--- config.mk ---
export PLATFORM = sky130hd
export DESIGN_NAME = e1_tx_slave_capture
export DESIGN_NICKNAME = d
export VERILOG_FILES = /design/src/rtl/e1cap_pkg.sv /design/src/rtl/e1cap_sync.sv /design/src/rtl/e1cap_link.sv /design/src/rtl/e1_tx_slave_capture.sv
export SDC_FILE = /design/constraint.sdc
export NUM_CORES = 1
export LEC_CHECK = 0
export BUFFER_PORTS_ARGS = -buffer_cell sky130_fd_sc_hd__buf_2
export CORE_ASPECT_RATIO = 1.1
export CORE_UTILIZATION = 45
export CTS_CLUSTER_DIAMETER = 150
export DETAILED_ROUTE_END_ITERATION = 16
export SLEW_MARGIN = 5
export SYNTH_ARGS = -nofsm -noshare
export SYNTH_HDL_FRONTEND = slang
export SYNTH_SLANG_ARGS = --single-unit
--- constraint.sdc ---
create_clock -name clk -period 3.9 [get_ports clk]
set_clock_uncertainty 0.1 [all_clocks]
set_input_delay 0.585 -clock clk [delete_from_list [all_inputs] [get_ports clk]]
set_output_delay 0.585 -clock clk [all_outputs]
set_load 0.01 [all_outputs]
--- src/rtl/e1cap_pkg.sv ---
package e1cap_pkg;
    localparam int TS_BITS     = 8;
    localparam int TS_PER_FRM  = 32;
    localparam int FRM_PER_MF  = 16;
    localparam int BITS_PER_FRM = TS_BITS * TS_PER_FRM;
    localparam int POS_W       = $clog2(2 * BITS_PER_FRM);
    localparam int BIT_W       = $clog2(TS_BITS);
    localparam int TS_W        = $clog2(TS_PER_FRM);
    localparam int FRM_W       = $clog2(FRM_PER_MF);

    typedef enum logic [1:0] {
        FPT_BASIC  = 2'd0,
        FPT_CRC_MF = 2'd1,
        FPT_SIG_MF = 2'd2,
        FPT_SPARE  = 2'd3
    } fp_kind_e;

    typedef struct packed {
        logic               clk_prev;
        logic               fp_prev;
        logic               align_pend;
        logic               locked;
        logic [POS_W-1:0]   pos;
        logic [FRM_W-1:0]   frm;
        logic [TS_BITS-1:0] shd;
        logic [TS_BITS-1:0] shs;
        logic               out_valid;
        logic [TS_BITS-1:0] out_dat;
        logic [TS_BITS-1:0] out_sig;
        logic [TS_W-1:0]    out_ts;
        logic [FRM_W-1:0]   out_frm;
        logic               resync;
    } cap_state_t;
endpackage

--- src/rtl/e1cap_sync.sv ---
module e1cap_sync #(
    parameter int W      = 4,
    parameter int STAGES = 2
) (
    input  logic         clk,
    input  logic         rst_n,
    input  logic [W-1:0] in_async,
    output logic [W-1:0] out_sync
);
    logic [STAGES-1:0][W-1:0] stg_d, stg_q;

    always_comb begin
        stg_d[0] = in_async;
        for (int i = 1; i < STAGES; i++) begin
            stg_d[i] = stg_q[i-1];
        end
    end

    always_ff @(posedge clk) begin
        if (!rst_n) stg_q <= '0;
        else        stg_q <= stg_d;
    end

    assign out_sync = stg_q[STAGES-1];
endmodule

--- src/rtl/e1cap_link.sv ---
module e1cap_link
    import e1cap_pkg::*;
(
    input  logic               clk,
    input  logic               rst_n,
    input  logic               en,
    input  logic               rate2x,
    input  logic               fp_edge,
    input  logic               dat_edge,
    input  logic               half_sel,
    input  logic [1:0]         fp_type,
    input  logic               fp_inv,
    input  logic               sclk,
    input  logic               sfp,
    input  logic               sdat,
    input  logic               ssig,
    output logic               byte_valid,
    output logic [TS_BITS-1:0] byte_dat,
    output logic [TS_BITS-1:0] byte_sig,
    output logic [TS_W-1:0]    ts_num,
    output logic [FRM_W-1:0]   frm_num,
    output logic               resync
);
    localparam logic [POS_W-1:0] LAST_1X = POS_W'(BITS_PER_FRM - 1);
    localparam logic [POS_W-1:0] LAST_2X = POS_W'(2 * BITS_PER_FRM - 1);
    localparam logic [FRM_W-1:0] LAST_FRM = FRM_W'(FRM_PER_MF - 1);
    localparam logic [BIT_W-1:0] LAST_BIT = BIT_W'(TS_BITS - 1);

    cap_state_t st_d, st_q;

    logic             rise, fall, ev_d, ev_f, fp_act, fp_take, align;
    logic             at_end, multi, take;
    logic [POS_W-1:0] last, cur;
    logic [POS_W-2:0] bidx;

    always_comb begin
        st_d           = st_q;
        st_d.out_valid = 1'b0;
        st_d.resync    = 1'b0;
        st_d.clk_prev  = sclk;

        rise    = sclk & ~st_q.clk_prev;
        fall    = ~sclk & st_q.clk_prev;
        ev_d    = dat_edge ? fall : rise;
        ev_f    = fp_edge ? fall : rise;
        fp_act  = sfp ^ fp_inv;
        fp_take = ev_f && fp_act && (!rate2x || !st_q.fp_prev);
        if (ev_f) st_d.fp_prev = fp_act;

        align           = st_q.align_pend | fp_take;
        st_d.align_pend = align & ~ev_d;

        last   = rate2x ? LAST_2X : LAST_1X;
        at_end = (st_q.pos == last);
        multi  = (fp_type == FPT_CRC_MF) || (fp_type == FPT_SIG_MF);
        cur    = st_q.pos;
        take   = 1'b0;

        if (ev_d) begin
            if (align) begin
                cur         = '0;
                take        = 1'b1;
                st_d.locked = 1'b1;
                st_d.resync = st_q.locked &&
                              !(at_end && (!multi || st_q.frm == LAST_FRM));
                st_d.frm    = (multi || !st_q.locked) ? '0 : st_q.frm + FRM_W'(1);
            end else if (st_q.locked) begin
                take = 1'b1;
                cur  = at_end ? '0 : st_q.pos + POS_W'(1);
                if (at_end) st_d.frm = st_q.frm + FRM_W'(1);
            end
            st_d.pos = cur;
        end

        bidx = rate2x ? cur[POS_W-1:1] : cur[POS_W-2:0];

        if (take && (!rate2x || cur[0] == half_sel)) begin
            st_d.shd = {st_q.shd[TS_BITS-2:0], sdat};
            st_d.shs = {st_q.shs[TS_BITS-2:0], ssig};
            if (bidx[BIT_W-1:0] == LAST_BIT) begin
                st_d.out_valid = 1'b1;
                st_d.out_dat   = st_d.shd;
                st_d.out_sig   = st_d.shs;
                st_d.out_ts    = bidx[BIT_W +: TS_W];
                st_d.out_frm   = st_d.frm;
            end
        end

        if (!en) st_d = '0;
    end

    always_ff @(posedge clk) begin
        if (!rst_n) st_q <= '0;
        else        st_q <= st_d;
    end

    assign byte_valid = st_q.out_valid;
    assign byte_dat   = st_q.out_dat;
    assign byte_sig   = st_q.out_sig;
    assign ts_num     = st_q.out_ts;
    assign frm_num    = st_q.out_frm;
    assign resync     = st_q.resync;

    // Checker state: last emitted timeslot and frame
    logic             chk_have_q;
    logic [TS_W-1:0]  chk_ts_q;
    logic [FRM_W-1:0] chk_frm_q;

    always_ff @(posedge clk) begin
        if (!rst_n || !en) begin
            chk_have_q <= 1'b0;
            chk_ts_q   <= '0;
            chk_frm_q  <= '0;
        end else if (byte_valid) begin
            chk_have_q <= 1'b1;
            chk_ts_q   <= ts_num;
            chk_frm_q  <= frm_num;
        end
    end


    ts_step_chk: assert property (@(posedge clk) disable iff (!rst_n)
        (byte_valid && chk_have_q && ts_num != '0) |-> (ts_num == chk_ts_q + TS_W'(1)));


    frm_hold_chk: assert property (@(posedge clk) disable iff (!rst_n)
        (byte_valid && chk_have_q && ts_num != '0) |-> (frm_num == chk_frm_q));


    byte_gap_chk: assert property (@(posedge clk) disable iff (!rst_n)
        byte_valid |=> !byte_valid);


    idle_link_chk: assert property (@(posedge clk) disable iff (!rst_n)
        !en |=> (!byte_valid && !resync));


    resync_locked_chk: assert property (@(posedge clk) disable iff (!rst_n)
        resync |-> $past(st_q.locked));
endmodule

--- src/rtl/e1_tx_slave_capture.sv ---
module e1_tx_slave_capture
    import e1cap_pkg::*;
#(
    parameter int NUM_LINKS   = 2,
    parameter int SYNC_STAGES = 2
) (
    input  logic                       clk,
    input  logic                       rst_n,
    input  logic                       share_clk,
    input  logic [NUM_LINKS-1:0]       link_slave,
    input  logic [NUM_LINKS-1:0]       rate2x,
    input  logic [NUM_LINKS-1:0]       fp_edge,
    input  logic [NUM_LINKS-1:0]       dat_edge,
    input  logic [NUM_LINKS-1:0]       half_sel,
    input  logic [2*NUM_LINKS-1:0]     fp_type,
    input  logic [NUM_LINKS-1:0]       fp_inv,
    input  logic [NUM_LINKS-1:0]       ext_clk,
    input  logic [NUM_LINKS-1:0]       ext_fp,
    input  logic [NUM_LINKS-1:0]       ext_dat,
    input  logic [NUM_LINKS-1:0]       ext_sig,
    output logic [NUM_LINKS-1:0]       byte_valid,
    output logic [TS_BITS*NUM_LINKS-1:0] byte_dat,
    output logic [TS_BITS*NUM_LINKS-1:0] byte_sig,
    output logic [TS_W*NUM_LINKS-1:0]  ts_num,
    output logic [FRM_W*NUM_LINKS-1:0] frm_num,
    output logic [NUM_LINKS-1:0]       resync
);
    localparam int LINE_W = 4;

    logic                              shared;
    logic [NUM_LINKS-1:0][LINE_W-1:0]  syn;
    logic [NUM_LINKS-1:0]              src_clk, src_fp;

    assign shared = share_clk & (&link_slave);

    for (genvar g = 0; g < NUM_LINKS; g++) begin : g_link
        e1cap_sync #(.W(LINE_W), .STAGES(SYNC_STAGES)) u_sync (
            .clk      (clk),
            .rst_n    (rst_n),
            .in_async ({ext_sig[g], ext_dat[g], ext_fp[g], ext_clk[g]}),
            .out_sync (syn[g])
        );

        if (g == 0) begin : g_own
            assign src_clk[g] = syn[g][0];
            assign src_fp[g]  = syn[g][1];
        end else begin : g_mux
            assign src_clk[g] = shared ? syn[0][0] : syn[g][0];
            assign src_fp[g]  = shared ? syn[0][1] : syn[g][1];
        end

        e1cap_link u_cap (
            .clk        (clk),
            .rst_n      (rst_n),
            .en         (link_slave[g]),
            .rate2x     (rate2x[g]),
            .fp_edge    (fp_edge[g]),
            .dat_edge   (dat_edge[g]),
            .half_sel   (half_sel[g]),
            .fp_type    (fp_type[2*g +: 2]),
            .fp_inv     (fp_inv[g]),
            .sclk       (src_clk[g]),
            .sfp        (src_fp[g]),
            .sdat       (syn[g][2]),
            .ssig       (syn[g][3]),
            .byte_valid (byte_valid[g]),
            .byte_dat   (byte_dat[TS_BITS*g +: TS_BITS]),
            .byte_sig   (byte_sig[TS_BITS*g +: TS_BITS]),
            .ts_num     (ts_num[TS_W*g +: TS_W]),
            .frm_num    (frm_num[FRM_W*g +: FRM_W]),
            .resync     (resync[g])
        );
    end


    shared_rate_chk: assert property (@(posedge clk) disable iff (!rst_n)
        shared |-> (rate2x == {NUM_LINKS{rate2x[0]}}));
endmodule

==> flow_summary.yaml, run 1 <==
floorplanning:
  fp.dieH_um: 124.2
  rows: 44
  io_pins: 81
  die-width_um: 113.1
  core_mm2: 0.01321
  die_area_mm2: 0.01404
  initial_utilization: 0.4622
sta:
  hold_viol: 0
  relSlewSlack: 0.2528
  fmax_mhz: 325.8
  hold-worst-slack_ps: 271.7
  fin_crit_sh: 0.7870
  setup_viol: 0
  fin_ws_ps: 830.8
  setup_tns_ps: 0
  rsz0062_at_grt: "false"
  finalCriticalPeriod_ps: 3069
  worst_pin_slew_ps: 1121
  slew_viol_final: 0
critical_path:
  cp_max_fo: 20
  critPathKind: "reg -> reg"
  critPathArrivalTime_ps: 3300
  cp-start-kind: "flip-flop"
  end_kind: "flip-flop"
  required_ps: 4130
clock_network:
  cts_tree: "yes"
  post_cts_resized: 0
  hold_buffers: 0
  cts.sinks: 132
  post_cts_buffers: 0
  cts_buffer_depth: 2
  cts_root_buf: "clkbuf_16"
  clk_latency_ps: 420
  cts_buffers: 17
  cts.htree.levels: 4
  clk_pin_slew_ps: 60
synth:
  ys_seq_area_frac: 0.4327
  synth-compound-area-share: 0.1323
  avgSynthCellArea_um2: 8.902
  synth_cell_types: 69
  synthCells: 686
  synth_edf_count: 0
  synthAdderAreaFrac: 0.008195
  synth_ff_type: "dfxtp_1"
  synth.area.mux_share: 0.08031
  synth-xor-area-share: 0.02438
  synth_seq_cells: 132
  yosys.area_share.simple: 0.2186
  yosysWarnings: 0
  syn_area_mm2: 0.006107
  synthArstFlopShare: 0
  synth_nets: 717
  synth_top_family_by_area: "simple AND/OR/NAND/NOR gates"
global_route:
  met1_usage: 0.2250
  grt_pass1_vias: 4242
  track_usage: 0.1831
  grt_max_degree: 55
  grt_antenna_before_repair: 0
  overflow: 0
  busiest_layer: "met2"
  use_met2: 0.3006
  grt_pass1_wl_mm: 20.15
  grtUsageMet3: 0.04380
placed_design:
  dpl.hpwl_mm: 8.447
  io_buffers: 80
  dp_slack_ps: 551.0
  routabilityCongestion: 0.8318
power_and_ir_drop:
  seq_power_share: 0.456
  netSwitchingFraction: 0.2263
  clockPowerShare: 0.512
  irDropWorstVdd_mv: 0.2310
  p_switching_w: 0.0006760
  p_leak_nw: 2.888
  p_int_w: 0.002311
  power_density_mw_per_mm2: 444.6
  comb_power_share: 0.032
cells_and_area:
  mostFrequentLayoutCells: "dfxtp_1, buf_2, nor2_1"
  syn_to_final_growth_pct: 10.02
  fin_nets: 730
  drive_gt1_frac: 0.1952
  antennaDiodeCount: 0
  final_common_cell: "dfxtp_1"
drt:
  drc: 0
  dr_total_vias: 4707
  firstDrtPassIters: 6
  wirelength_mm: 12.37
  ant_nets: 0
  wire_per_inst_um: 14.16
  drt_iter0_markers: 279
  vias_per_cell: 5.392
job:
  maxCapViolations: 0
run_status:
  outcome: "finished, final reports clean"
hold_path:
  hold_path.class: "in -> reg"
[per-layer routing]
| metal | wire length, µm | up-vias |
|---|---|---|
| met5 | 0 | - |
| met4 | 231 | 0 |
| met3 | 498 | 18 |
| met2 | 5906 | 108 |
| met1 | 5729 | 2210 |
| li1 | - | 2371 |
[synth_stat cells (7+ instances only)]
master | count | area, µm²
nand3_1 | 36 | 180.2
buf_2 | 7 | 35.03
nand2_1 | 62 | 232.7
and2_1 | 23 | 143.9
nor3_1 | 14 | 70.07
dfxtp_1 | 132 | 2643
xnor2_1 | 8 | 70.07
xor2_1 | 9 | 78.83
clkbuf_1 | 18 | 67.56
mux2i_1 | 42 | 420.4
nor2_1 | 70 | 262.8
buf_4 | 61 | 457.9
o21ai_0 | 15 | 75.07
o21ai_1 | 20 | 100.1
a21oi_1 | 56 | 280.3
and3_1 | 8 | 50.05
nor3b_1 | 7 | 52.55
[power groups by stage]
stage          registers (W)  clock network, W  logic (W)
4_1_cts              0.00136           0.00157  0.0000973
6_report             0.00136           0.00153  0.0000967
3_3_place_gp         0.00139                 0  0.0000951
3_5_place_dp         0.00139                 0  0.0000970
5_1_grt              0.00136           0.00163   0.000106
2_1_floorplan        0.00139                 0  0.0000643
[sequential cells by signal (all words and copies together), names as in the netlist]
signal	flops
g_link.u_sync.out_sync	8
g_link.u_cap.ts_num	10
g_link.u_cap.byte_sig	16
g_link.u_cap.resync	2
g_link.u_cap.byte_dat	16
g_link.u_cap.byte_valid	2
g_link.u_cap.frm_num	8
g_link.u_sync.stg_d	8
g_link.u_cap.st_q	62
[critical path: stages, from the launching register on]
cell and delay, ps:
dfxtp_1 510, nor3b_1 230, o21ai_1 170, and2_1 240
o21ai_0 330, a21oi_1 160, o221ai_2 890, nor2_4 90
a211oi_1 250
[final timing paths]
check	start	end	slack, ps	cells after the start
min	ext_clk[0]	g_link[0].u_sync.stg_d[4]	270	2
max	g_link[0].u_sync.out_sync[0]	g_link[1].u_cap.ts_num[4]	830	8
min reg2reg	g_link[0].u_sync.stg_d[7]	g_link[0].u_sync.out_sync[3]	330	1
max reg2reg	g_link[0].u_sync.out_sync[0]	g_link[1].u_cap.ts_num[4]	830	8
[metrics by stage]
stage	power [W]	std cells	cell area, µm²	util
after floorplan	0.001454	686	6107	-
after global placement	0.001487	841	6143	0.4650
after detailed placement	0.001489	841	6143	0.4650
after CTS	0.003026	873	6719	0.5085
after global routing	0.003094	873	6719	0.5085
final	0.002987	873	6719	0.5085
[area by class of cell]
| class | count | area [µm²] |
|---|---|---|
| clock buffer | 20 | 456.7 |
| clock inverter | 12 | 118.9 |
| fill | 1256 | 6494 |
| inverter | 4 | 15.01 |
| multi-input combinational | 459 | 2846 |
| sequential | 132 | 2643 |
| tap | 161 | 201.4 |
| timing repair buffer | 85 | 437.9 |
[cells by family (layout without fill, tap and decap cells)]
| logic type | Yosys count | after routing |
|---|---|---|
| simple gates | 259 | 259 |
| compound gates | 132 | 132 |
| flops | 132 | 132 |
| buf+inv | 95 | 121 |
| mux | 47 | 47 |
| xor+xnor | 17 | 17 |
| fa+ha+maj | 4 | 4 |
Note: power is estimated with default switching activity, not from simulation.
==> run 2, diff against run 1 <==
--- a/config.mk
+++ b/config.mk
@@ -5,6 +5,7 @@
 export SDC_FILE = /design/constraint.sdc
 export NUM_CORES = 1
 export LEC_CHECK = 0
+export ABC_AREA = 1
 export BUFFER_PORTS_ARGS = -buffer_cell sky130_fd_sc_hd__buf_2
 export CORE_ASPECT_RATIO = 1.1
 export CORE_UTILIZATION = 45
==> constraint.sdc (replaced) <==
create_clock -name clk -period 2.92 [get_ports clk]
set_clock_uncertainty 0.1 [all_clocks]
set_input_delay 0.438 -clock clk [delete_from_list [all_inputs] [get_ports clk]]
set_output_delay 0.438 -clock clk [all_outputs]
set_load 0.01 [all_outputs]
==> flow_summary.yaml, run 2 <==
critical_path:
  critPathKind: "reg -> reg"
  rr_worst_depth: 20
  r2r-start: "g_link[0].u_cap.st_q[48]"
  cp_max_fo: 17
  cp-start-kind: "flip-flop"
  end_kind: "flip-flop"
  startpoint: "g_link[0].u_cap.st_q[48]"
  critPathArrivalTime_ps: 2880
  reg2reg_slack_ps: 300
  r2r_end: "g_link[0].u_cap.byte_sig[5]"
  required_ps: 3180
placed_design:
  dpl.hpwl_mm: 8.937
  routabilityCongestion: 0.8440
  io_buffers: 80
cells_and_area:
  fin_nets: 935
  syn_to_final_growth_pct: 13.16
  top_register: "g_link.u_cap.st_q"
  fill_cells: 1366
  largest_reg_flops: 62
  final_common_cell: "nand2_1"
  utilization: 0.5274
  mostFrequentLayoutCells: "nand2_1, nor2_1, dfxtp_1"
  drive_gt1_frac: 0.1692
  antennaDiodeCount: 0
sta:
  slew_viol_final: 0
  hold_viol: 0
  rsz0062_at_grt: "false"
  worst_pin_slew_ps: 429.4
  relSlewSlack: 0.7134
  finalCriticalPeriod_ps: 2616
  fmax_mhz: 382.3
  setup_tns_ps: 0
  setup_viol: 0
  fin_crit_sh: 0.8958
global_route:
  met1_usage: 0.2417
  track_usage: 0.1933
  grt_pass1_wl_mm: 22.28
  grt_antenna_before_repair: 0
  grtUsageMet3: 0.04750
  use_met2: 0.3184
  busiest_layer: "met2"
  grt_pass1_vias: 4879
  overflow: 0
  grt_max_degree: 40
clock_network:
  cts.sinks: 132
  hold_buffers: 0
  cts_tree: "yes"
  cts.htree.levels: 4
  clk_pin_slew_ps: 60
  cts_buffer_depth: 2
  cts_buffers: 17
  cts_root_buf: "clkbuf_16"
  clk_latency_ps: 420
power_and_ir_drop:
  comb_power_share: 0.037
  irDropWorstVdd_mv: 0.3008
  p_int_w: 0.003312
  p_leak_nw: 3.265
  netSwitchingFraction: 0.2126
  clockPowerShare: 0.530
  p_switching_w: 0.0008940
  power_density_mw_per_mm2: 598.6
  seq_power_share: 0.433
synth:
  yosysTopAreaCell: "dfxtp_1"
  synth_top_area_share: 0.4255
  synth_seq_cells: 132
  syn_area_mm2: 0.006210
  synth_ff_type: "dfxtp_1"
  ys_seq_area_frac: 0.4255
  avgSynthCellArea_um2: 7.089
  synth_nets: 907
  post-synth-top-count-cell: "nand2_1"
  synthArstFlopShare: 0
  synth_common_cells: "nand2_1, nor2_1, dfxtp_1"
  synth_edf_count: 0
  synthCells: 876
  synth_cell_types: 35
  yosysWarnings: 0
  yosys-top-cells-area: "dfxtp_1, nand2_1, nor2_1"
drt:
  drc: 0
  dr_total_vias: 5169
  vias_per_cell: 4.699
  drt_iter0_markers: 283
  wire_per_inst_um: 11.60
  firstDrtPassIters: 5
  ant_nets: 0
  wirelength_mm: 12.76
hold_path:
  hold_start: "ext_fp[0]"
  min_to: "g_link[0].u_sync.stg_d[5]"
  hold_path.class: "in -> reg"
  worstHoldPathCells: 3
floorplanning:
  die-width_um: 114.0
  fp.dieH_um: 125.2
  die_area_mm2: 0.01427
  rows: 44
  initial_utilization: 0.4661
  core_mm2: 0.01332
  io_pins: 81
job:
  maxCapViolations: 0
run_status:
  outcome: "finished, final reports clean"
## run 2: cell count changes in the layout (fill, tap and decap cells not counted), moves of 33 or more
| cell | delta |
|---|---|
| nand2_1 | +144 |
| inv_1 | +75 |
| nor2_1 | +64 |
| mux2i_1 | -42 |
| nand3_1 | +37 |
| o21ai_0 | +33 |
## run 2: layer usage
metal,vias up,share of wire
li1,2755,-
met1,2288,0.48
met2,109,0.47
met3,17,0.041
met4,0,0.016
met5,-,0
## run 2: final cells by class
type | count | area [µm²] | share of cell area
multi-input cells | 570 | 2671 | 0.3802
well taps | 184 | 230.2 | 0.03276
clock buffers | 19 | 442.9 | 0.06303
repair buffers | 94 | 521.8 | 0.07425
inverters | 89 | 337.8 | 0.04808
flip-flops and latches | 132 | 2643 | 0.3761
clock inverters | 12 | 180.2 | 0.02564
## run 2: stage by stage
stage / area, µm² / hold WS (ps) / power, W / instances / setup slack [ps]
CTS: 6994 / 86.17 / 0.004259 / 1099 / 205.9
global placement: 6371 / 293.0 / 0.002017 / 1068 / 253.1
detailed placement: 6371 / 297.4 / 0.002016 / 1068 / 237.9
global route: 7027 / 96.67 / 0.004357 / 1100 / 7.391
floorplan: 6210 / 290.5 / 0.001964 / 876 / 715.3
finish: 7027 / 100.2 / 0.004206 / 1100 / 304.4
## run 2: timing repair
action	CTS	global route
resized for setup	0	2
setup buffers	0	1
endpoints found under the setup margin	0	16
## run 2: how the worst max path moves through the flow
stage,endpoint
after detailed placement,g_link[0].u_cap.byte_sig[5]
after global placement,g_link[0].u_cap.byte_sig[2]
after CTS,g_link[0].u_cap.byte_sig[5]
after floorplan,g_link[0].u_cap.byte_dat[7]
after global routing,g_link[0].u_cap.ts_num[3]
final,g_link[0].u_cap.byte_sig[5]
## run 2: power groups by stage
stage               Combinational [W]  Clock, W  Sequential (W)
floorplan                    0.000104         0         0.00186
global placement             0.000155         0         0.00186
detailed placement           0.000155         0         0.00186
CTS                          0.000156   0.00228         0.00182
global route                 0.000178   0.00236         0.00182
finish                       0.000154   0.00223         0.00182
## run 2: logic make-up (layout without fill, tap and decap cells)
group | Yosys count | count (layout) | share of synthesized area
compound gates | 86 | 86 | 0.07395
xor+xnor | 16 | 16 | 0.02257
buf+inv | 174 | 214 | 0.1457
simple gates | 464 | 464 | 0.3242
flops | 132 | 132 | 0.4255
fa+ha+maj | 4 | 4 | 0.008060
## run 2: critical path, stage by stage, from the launching register on
cell     delay [ps]
dfxtp_1         380
ha_1            180
nand2_1          90
inv_1           100
nand2_1          50
nor2_1          120
nand2_1          80
nor2_1          150
nand3_2         100
nand2_4         140
inv_2           100
nand2_2          70
nand2_1          60
nand3_2          70
nand2_4         120
inv_4           120
nand2_8         110
nor2_4          150
buf_12          130
nand2_1          60
nand2_1          50
==> run 3, diff against run 2 <==
--- a/config.mk
+++ b/config.mk
@@ -11,6 +11,7 @@
 export CORE_UTILIZATION = 45
 export CTS_CLUSTER_DIAMETER = 150
 export DETAILED_ROUTE_END_ITERATION = 16
+export PLACE_DENSITY = 0.68
 export SLEW_MARGIN = 5
 export SYNTH_ARGS = -nofsm -noshare
 export SYNTH_HDL_FRONTEND = slang
==> constraint.sdc (replaced) <==
create_clock -name clk -period 2.48 [get_ports clk]
set_clock_uncertainty 0.1 [all_clocks]
set_input_delay 0.372 -clock clk [delete_from_list [all_inputs] [get_ports clk]]
set_output_delay 0.372 -clock clk [all_outputs]
set_load 0.01 [all_outputs]
==> flow_summary.yaml, run 3 (synthesis gave the netlist of run 2 again) <==
run_status:
  outcome: "finished, final reports clean"
critical_path:
  required_ps: 2760
  crit_top_cell: "nand2_1"
  reg2reg_slack_ps: 120
  critPathArrivalTime_ps: 2640
  slowest_stage: "dfxtp_1"
  r2r_end: "g_link[0].u_cap.byte_dat[2]"
  crit_chain: "nand2_1 > o21ai_4 > nand2_2 > inv_2 > a21o_1 > o21ai_0 > nor2_1 > nand2_1 > nor2_4 > nand2_4 > nor2_4 > clkbuf_16 > nand2_1 > nand2_1"
  slowest_delay_ps: 350
  cpLargestDelayFamily: "simple AND/OR/NAND/NOR gates"
  cp-start-kind: "flip-flop"
  cp_max_fo: 7
  end_kind: "flip-flop"
  cp.depth: 14
  r2r-start: "g_link[0].u_sync.out_sync[0]"
  crit_buf_inv: 2
  critPathKind: "reg -> reg"
  rr_worst_depth: 14
global_route:
  grt_antenna_before_repair: 0
  grt_pass1_vias: 4763
  overflow: 0
  grt_pass1_wl_mm: 22.02
  grt_max_degree: 40
  track_usage: 0.1933
job:
  maxCapViolations: 0
drt:
  drc: 0
  vias_per_cell: 4.699
  wirelength_mm: 13.49
  drt_iter0_markers: 217
  dr_total_vias: 5301
  firstDrtPassIters: 5
  wire_per_inst_um: 11.96
  ant_nets: 0
floorplanning:
  io_pins: 81
  core_mm2: 0.01332
  die_area_mm2: 0.01427
  rows: 44
  initial_utilization: 0.4661
  die-width_um: 114.0
  fp.dieH_um: 125.2
cells_and_area:
  largest_reg_flops: 62
  antennaDiodeCount: 0
  drive_gt1_frac: 0.2034
  syn_to_final_growth_pct: 16.70
  top_register: "g_link.u_cap.st_q"
  fin_nets: 962
  final_common_cell: "nand2_1"
  mostFrequentLayoutCells: "nand2_1, nor2_1, dfxtp_1"
  fin_cells: 1128
sta:
  slew_viol_final: 0
  hold-worst-slack_ps: 24.11
  fin_crit_sh: 0.9517
  setup_viol: 0
  hold_viol: 0
  finalCriticalPeriod_ps: 2360
  relSlewSlack: 0.7404
  fmax_mhz: 423.7
  worst_pin_slew_ps: 389.4
hold_path:
  worstHoldPathCells: 3
  hold_path.class: "in -> reg"
  min_to: "g_link[1].u_sync.stg_d[6]"
  hold_start: "ext_dat[1]"
placed_design:
  dpl.hpwl_mm: 9.201
  io_buffers: 80
  routabilityCongestion: 0.8853
  dp_cells: 1085
clock_network:
  cts.htree.levels: 4
  clk_pin_slew_ps: 60
  clk_latency_ps: 430
  cts_tree: "yes"
  cts_root_buf: "clkbuf_16"
  cts.sinks: 132
  cts_buffers: 17
  cts_buffer_depth: 2
power_and_ir_drop:
  irDropWorstVdd_mv: 0.5763
  power_density_mw_per_mm2: 662.1
  p_switching_w: 0.001090
  p_int_w: 0.003708
  comb_power_share: 0.040
  clockPowerShare: 0.513
  p_total_w: 0.004798
  seq_power_share: 0.447
  p_leak_nw: 3.388
  netSwitchingFraction: 0.2273
[run 3: worst max-delay path by stage]
stage,startpoint,end,slack [ps]
after global placement,g_link[0].u_cap.st_q[47],g_link[0].u_cap.byte_dat[5],20
final,g_link[0].u_sync.out_sync[0],g_link[0].u_cap.byte_dat[2],120
after detailed placement,g_link[0].u_cap.st_q[47],g_link[0].u_cap.byte_dat[5],10
after CTS,g_link[0].u_cap.st_q[47],g_link[0].u_cap.byte_dat[5],50
after floorplan,g_link[0].u_cap.st_q[48],g_link[0].u_cap.byte_dat[7],280
after global routing,g_link[0].u_cap.st_q[48],g_link[0].u_cap.byte_dat[2],-30
[run 3: timing repair]
item / CTS / global route
cloned: 0 / 1
hold buffers: 0 / 0
pin swaps: 1 / 8
setup buffers: 2 / 8
gates resized for setup: 0 / 18
endpoints found under the setup margin: 1 / 64
[run 3: worst register-to-register path, stage by stage, from the launching register on]
cell and delay (ps):
dfxtp_1 350, nand2_1 130, o21ai_4 280, nand2_2 160, inv_2 120, a21o_1 110
o21ai_0 100, nor2_1 100, nand2_1 100, nor2_4 200, nand2_4 110, nor2_4 180
clkbuf_16 180, nand2_1 60, nand2_1 50
[run 3: per-stage QoR]
step                setup TNS (ps)  area, µm²  utilization  setup slack [ps]
floorplan                        0       6210            -             279.3
global placement                 0       6499       0.4878             21.91
detailed placement               0       6499       0.4878             10.71
CTS                              0       7107       0.5334             48.66
global route                -119.4       7247       0.5440            -30.99
finish                           0       7247       0.5440             119.9
[run 3: final cells by class]
cell class,instances,area [µm²]
Clock buffer,21,450.4
Inverter,89,342.8
Sequential cell,132,2649
Tap cell,184,230.2
Fill cell,1303,6076
Clock inverter,11,130.1
Timing Repair Buffer,121,742.0
Multi-Input combinational cell,570,2703
[run 3: power by group through the flow]
stage	Sequential, W	Clock [W]	Combinational (W)
after floorplan	0.00219	0	0.000123
after global placement	0.00219	0	0.000189
after detailed placement	0.00219	0	0.000190
after CTS	0.00215	0.00251	0.000191
after global routing	0.00214	0.00261	0.000217
final	0.00214	0.00246	0.000194
[run 3: metal layers]
layer / vias to the layer above / track usage / part of all wire
met5: - / 0 / 0
met2: 99 / 0.3091 / 0.47
met1: 2366 / 0.2464 / 0.48
met4: 0 / 0.08021 / 0.016
li1: 2817 / - / -
met3: 19 / 0.04993 / 0.043
